$ cat src/rtl/pfail_pkg.sv
// Package: shared widths and fixed state codes for the power failure monitor.
// Assumes the sequencer uses 5-bit state codes.
package pfail_pkg;
    localparam int          STATE_W     = 5;
    localparam logic [4:0]  ST_CLK_EN   = 5'h01;
    localparam logic [4:0]  ST_S0       = 5'h04;

    typedef struct packed {
        logic             flag;
        logic [1:0]       rsvd;
        logic [STATE_W-1:0] code;
    } status_t;
endpackage

$ cat src/rtl/pfail_sync.sv
// Module: pfail_sync
// Two-flop synchronizer for a vector of independent asynchronous levels.
// Assumes each bit is a slow level; no bus coherence is implied.
module pfail_sync #(
    parameter int WIDTH = 1
) (
    input  logic             clk,
    input  logic             rst_n,
    input  logic [WIDTH-1:0] d_i,
    output logic [WIDTH-1:0] q_o
);
    logic [WIDTH-1:0] meta_q;
    logic [WIDTH-1:0] sync_q;

    // Two-stage capture of the asynchronous inputs.
    always_ff @(posedge clk) begin
        if (!rst_n) begin
            meta_q <= '0;
            sync_q <= '0;
        end else begin
            meta_q <= d_i;
            sync_q <= meta_q;
        end
    end

    assign q_o = sync_q;
endmodule

$ cat src/rtl/pfail_rail_arm.sv
// Module: pfail_rail_arm
// Per-rail arming and drop detection. A rail arms after it is enabled and
// seen good once; a drop on an armed, enabled rail raises its drop bit.
// Assumes good_i is already synchronized.
module pfail_rail_arm #(
    parameter int NUM_RAILS = 4
) (
    input  logic                 clk,
    input  logic                 rst_n,
    input  logic                 power_on_i,
    input  logic [NUM_RAILS-1:0] en_i,
    input  logic [NUM_RAILS-1:0] good_i,
    output logic                 drop_o
);
    logic [NUM_RAILS-1:0] armed_q;
    logic [NUM_RAILS-1:0] drop_vec;

    for (genvar g = 0; g < NUM_RAILS; g++) begin : g_rail
        // Arm state per rail: cleared on reset, power-off or disable.
        always_ff @(posedge clk) begin
            if (!rst_n || !power_on_i) begin
                armed_q[g] <= 1'b0;
            end else begin
                armed_q[g] <= en_i[g] & (armed_q[g] | good_i[g]);
            end
        end

        // Drop flag: rail was armed, still enabled, and good has gone away.
        assign drop_vec[g] = armed_q[g] & en_i[g] & ~good_i[g];
    end

    assign drop_o = |drop_vec;
endmodule

$ cat src/rtl/pfail_record.sv
// Module: pfail_record
// Sticky first-failure record and shutdown pulse generation.
// Assumes fail_i is already qualified by power state.
module pfail_record
    import pfail_pkg::*;
#(
    parameter logic [STATE_W-1:0] ST_WAIT = 5'h02
) (
    input  logic               clk,
    input  logic               rst_n,
    input  logic               power_on_i,
    input  logic               debug_i,
    input  logic               fail_i,
    input  logic [STATE_W-1:0] state_i,
    output status_t            status_o,
    output logic               shutdown_o
);
    logic               flag_q;
    logic [STATE_W-1:0] code_q;
    logic               sd_q;
    logic               dbg_state;
    logic               capture;

    // State codes in which debug mode holds back the shutdown action.
    assign dbg_state = (state_i == ST_CLK_EN) || (state_i == ST_WAIT) ||
                       (state_i == ST_S0);
    // A new failure is taken only while no record is held and power is on.
    assign capture   = power_on_i && !flag_q && fail_i;

    // Record register: cleared on reset or power-off, otherwise sticky.
    always_ff @(posedge clk) begin
        if (!rst_n || !power_on_i) begin
            flag_q <= 1'b0;
            code_q <= '0;
        end else if (capture) begin
            flag_q <= 1'b1;
            code_q <= state_i;
        end
    end

    // Shutdown pulse: one cycle, aligned with the record being set.
    always_ff @(posedge clk) begin
        if (!rst_n) begin
            sd_q <= 1'b0;
        end else begin
            sd_q <= capture && !(debug_i && dbg_state);
        end
    end

    assign status_o.flag = flag_q;
    assign status_o.rsvd = 2'b00;
    assign status_o.code = code_q;
    assign shutdown_o    = sd_q;
endmodule

$ cat src/rtl/pfail_monitor.sv
// Module: pfail_monitor
// Top of the payload power failure monitor. It synchronizes the rail-good and
// thermal-trip inputs, arms rails, detects failures and keeps a sticky record.
// Assumes state_i, rail_en_i, manual_pwr_i and payload_en_i are synchronous to clk.
module pfail_monitor
    import pfail_pkg::*;
#(
    parameter int                 NUM_RAILS = 4,
    parameter logic [STATE_W-1:0] ST_WAIT   = 5'h02
) (
    input  logic                 clk,
    input  logic                 rst_n,
    input  logic [4:0]           state_i,
    input  logic [NUM_RAILS-1:0] rail_en_i,
    input  logic [NUM_RAILS-1:0] rail_good_i,
    input  logic                 therm_trip_i,
    input  logic                 manual_pwr_i,
    input  logic                 payload_en_i,
    output logic [7:0]           status_o,
    output logic                 shutdown_req_o
);
    localparam int SYNC_W = NUM_RAILS + 1;

    logic [SYNC_W-1:0]    sync_in;
    logic [SYNC_W-1:0]    sync_out;
    logic [NUM_RAILS-1:0] good_s;
    logic                 therm_s;
    logic                 power_on;
    logic                 rail_drop;
    logic                 fail;
    status_t              status;

    // Power is present while either source keeps the payload on.
    assign power_on = manual_pwr_i | payload_en_i;
    assign sync_in  = {therm_trip_i, rail_good_i};
    assign good_s   = sync_out[NUM_RAILS-1:0];
    assign therm_s  = sync_out[NUM_RAILS];

    pfail_sync #(.WIDTH(SYNC_W)) u_sync (
        .clk   (clk),
        .rst_n (rst_n),
        .d_i   (sync_in),
        .q_o   (sync_out)
    );

    pfail_rail_arm #(.NUM_RAILS(NUM_RAILS)) u_arm (
        .clk        (clk),
        .rst_n      (rst_n),
        .power_on_i (power_on),
        .en_i       (rail_en_i),
        .good_i     (good_s),
        .drop_o     (rail_drop)
    );

    // A failure is a rail drop, or a thermal trip while in S0.
    assign fail = rail_drop | (therm_s && (state_i == ST_S0));

    pfail_record #(.ST_WAIT(ST_WAIT)) u_rec (
        .clk        (clk),
        .rst_n      (rst_n),
        .power_on_i (power_on),
        .debug_i    (manual_pwr_i),
        .fail_i     (fail),
        .state_i    (state_i),
        .status_o   (status),
        .shutdown_o (shutdown_req_o)
    );

    assign status_o = status;
endmodule

$ cat config.mk
export PLATFORM = sky130hd
export DESIGN_NAME = pfail_monitor
export DESIGN_NICKNAME = d
export VERILOG_FILES = /design/src/rtl/pfail_pkg.sv /design/src/rtl/pfail_sync.sv /design/src/rtl/pfail_rail_arm.sv /design/src/rtl/pfail_record.sv /design/src/rtl/pfail_monitor.sv
export SDC_FILE = /design/constraint.sdc
export NUM_CORES = 1
export LEC_CHECK = 0
export ABC_AREA = 1
export BUFFER_PORTS_ARGS = -buffer_cell sky130_fd_sc_hd__buf_2
export CAP_MARGIN = 20
export CORE_MARGIN = 8
export CORE_UTILIZATION = 43
export DETAILED_ROUTE_END_ITERATION = 7
export GPL_ROUTABILITY_DRIVEN = 0
export PLACE_DENSITY = 0.72
export SLEW_MARGIN = 15
export SYNTH_ARGS = -nofsm -noshare
export SYNTH_HDL_FRONTEND = slang
export SYNTH_HIERARCHICAL = 1
export SYNTH_SLANG_ARGS = --single-unit
$ cat constraint.sdc
create_clock -name clk -period 1 [get_ports clk]
set_input_delay 0.2 -clock clk [delete_from_list [all_inputs] [get_ports clk]]
set_output_delay 0.2 -clock clk [all_outputs]
set_load 0.01 [all_outputs]
==> summary.md <==
| Metric | Value |
|---|---|
| Outcome | `finished, violations left` |
| Failing checks | `setup timing` |
| Flops & latches, synth | `21` |
| Post-CTS Hold Buffers | `0` |
| Crit-path max FO | `7` |
| DR pass1 iterations | `2` |
| CTS tree | `done` |
| Fin crit share | `114%` |
| Cells after synthesis | `between 100 and 150` |
| Starting Density | `between 40 and 50%` |
| Met2 routed WL | `roughly 760 µm` |
| N_diodes | `0` |
| Post-synthesis compound-gate area fraction | `7.86%` |
| Synth Area in Simple Gates | `26.8%` |
| Nets | `161` |
| Die height | `59.5 µm` |
| Vias in the first global route | `660` |
| DRT antenna net count | `0` |
| Routed wl met3 | `91 µm` |
| Post-DP Area | `between 900 and 1000 µm²` |
| Routed vias/inst | `4.15` |
| Initial antenna violation count | `0` |
| Yosys cell types | `19` |
| Core Rows | `15` |
| Post-synthesis mux area share | `0%` |
| Die W | `a little under 60 µm` |
| Depth of the CTS H-tree | `1` |
| Vias | `693` |
| XOR/XNOR Fraction of Synth Area | `0%` |
| Peak supply drop | `around 900 µV` |
| Final min period | `1.14 ns` |
| Mapped Area | `812 µm²` |
| Leakage | `0.578 nW` |
| WP data arrival | `1.34 ns` |
| Metal1 wirelength | `738 µm` |
| Switching share of total power | `23.2%` |
| Hold Path Class | `in2reg` |
| Max_cap viols | `0` |
| Clock latency on the worst-skew pair | `0.30 ns` |
| Clk_skew | `0.0103 ns` |
| Final setup violation count | `6` |
| Clock Tree Root | `clkbuf_4` |
| Total CTS buffers | `3` |
| Worst EP required | `1.21 ns` |
| Post-DP HPWL | `around 1300 µm` |
| Clock Power Share | `27.1%` |
| Sequential share of power | `61.1%` |
| Crit start category | `flip-flop` |
| Final instance area | `1080 µm²` |
| DIE AREA | `3530 µm²` |
| Power share of the combinational group | `11.9%` |
| Port bufs | `24` |
| CP Capture Type | `flip-flop` |
| GRT Total Usage | `10.0%` |
| Placed Cells incl. Taps | `161` |
| Max layer used | `met4` |
| Combinational family with the most area after synthesis | `simple AND/OR/NAND/NOR gates` |
| Core footprint | `1750 µm²` |
| Clock tree sinks | `21` |
| Total power | `around 1.4 mW` |
| Drt wl/cell | `9.76 µm` |
| Clock tree buffer depth | `2` |
| WS Path Type | `reg2reg` |
| Setup ws final | `-0.136 ns` |
| Hold Vio Cnt, Final | `0` |
| Residual DRC | `0` |
| Global route overflow | `0` |
| Final Max Tran Viols | `0` |
| Sequential area share after synthesis | `between 50% and 60%` |
| WL final | `around 1600 µm` |
| Layout cells sized above 1 | `38.7%` |
| Final cell count without fillers | `167` |
| Largest net degree at the start of global routing | `12` |
| RSZ-0062 raised after global routing | `yes` |
| Global-route wire length before repair | `approximately 2700 µm` |
| Synth warn | `6` |
| Syn Area/Cell | `7.52 µm²` |
| Synth Area in Adders | `0%` |
| Fmax | `0.881 GHz` |
| Area grow syn2layout | `32.5%` |
| Initial drt markers | `7` |
| Worst-path clk slew | `between 0.1 and 0.15 ns` |
| Top-level port count | `27` |
| PwrDens | `1330 nW/µm²` |
| P_int | `1.10 mW` |
| Fin Setup TNS | `-0.718 ns` |
| Sw Pwr | `0.333 mW` |
## power groups by stage
stage | Combinational [mW] | Clock, mW | Sequential (mW)
after floorplan | 0.0834 | 0 | 0.895
after global placement | 0.154 | 0 | 0.893
after detailed placement | 0.159 | 0 | 0.894
after CTS | 0.159 | 0.405 | 0.875
after global routing | 0.192 | 0.449 | 0.881
final | 0.170 | 0.389 | 0.877
## kinds of logic (layout without fill, tap and decap cells)
family                 count (synthesis)  after routing
buffers and inverters                 22             55
and+or+nand+nor                       52             52
DFF                                   21             21
other                                  1              2
AOI/OAI and AO/OA                     12             12
## stage by stage
stage / util [%] / setup slack, ns / hold slack (ns)
4_1_cts: 58.2 / -0.116 / 0.0663
6_report: 61.6 / -0.136 / 0.0734
3_3_place_gp: 56.6 / -0.0890 / 0.376
5_1_grt: 61.6 / -0.257 / 0.0647
2_1_floorplan: - / -0.0175 / 0.293
3_5_place_dp: 56.6 / -0.128 / 0.381
## registers in the layout (all words and copies together) (netlist names)
| signal | count |
|---|---|
| u_sync/q_o | 5 |
| u_rec/flag_q | 1 |
| u_rec/code_q | 5 |
| u_sync/meta_q | 5 |
| u_arm/armed_q | 4 |
| u_rec/shutdown_o | 1 |
## timing repair
item	4_1_cts	5_1_grt
endpoints found under the setup margin	8	13
gates cloned	0	0
gates resized for setup	1	15
pin swaps	0	1
buffers inserted	0	2
## layer usage
metal | global-route usage [%] | vias to the layer above
met5 | 0 | -
met4 | 7.17 | 0
met3 | 3.04 | 4
met2 | 15.3 | 14
met1 | 11.5 | 291
li1 | - | 384
## Yosys cell counts
cell / number / share of area (%)
buf_6: 1 / 1.4
o21ai_1: 5 / 3.1
o21ai_0: 5 / 3.1
conb_1: 1 / 0.46
nand2_1: 22 / 10
nand2_2: 1 / 0.77
dfxtp_1: 21 / 52
a21oi_1: 1 / 0.62
a21oi_2: 1 / 1.1
inv_1: 15 / 6.9
nor2_2: 1 / 0.77
clkinv_4: 1 / 1.1
nand3_1: 1 / 0.62
clkinv_1: 1 / 0.46
or2_1: 1 / 0.77
inv_2: 1 / 0.46
nor2_1: 25 / 12
nand3_4: 1 / 2.2
buf_4: 3 / 2.8
## cell usage in the layout (no fill, tap or decap), drive strengths merged
master / n
o21ai: 10
clkinv: 2
nor2: 26
nand3: 2
conb: 2
buf: 33
dfxtp: 21
clkbuf: 4
or2: 1
nand2: 23
a21oi: 2
inv: 16
## worst paths after layout
| check | start | end | slack [ns] | depth (start not counted) |
|---|---|---|---|---|
| worst max-delay path | u_arm/armed_q[0]$_SDFF_PP0_ | u_rec/code_q[0]$_SDFFE_PP0P_ | -0.14 | 10 |
| worst min-delay path | therm_trip_i | u_sync/meta_q[4]$_SDFF_PN0_ | 0.07 | 3 |
| worst max register to register | u_arm/armed_q[0]$_SDFF_PP0_ | u_rec/code_q[0]$_SDFFE_PP0P_ | -0.14 | 10 |
| worst min register to register | u_sync/meta_q[2]$_SDFF_PN0_ | u_sync/q_o[2]$_SDFF_PN0_ | 0.42 | 2 |
## critical path, cell delays in order, from the launching register on
cell	delay, ns
dfxtp_2	0.34
nand2_1	0.05
nor2_1	0.04
nor2_1	0.09
nand2_1	0.05
inv_1	0.06
nand2_2	0.06
nand3_4	0.11
clkinv_4	0.10
nor2_1	0.10
nor2_1	0.04
## area by class of cell
class / count / area, µm²
Fill cell: 159 / 669
Sequential cell: 21 / 430
Multi-Input combinational cell: 66 / 303
Timing Repair Buffer: 33 / 213
Inverter: 18 / 72.6
Tap cell: 25 / 31.3
Clock buffer: 4 / 26.3
Note: power is estimated with default switching activity, not from simulation.
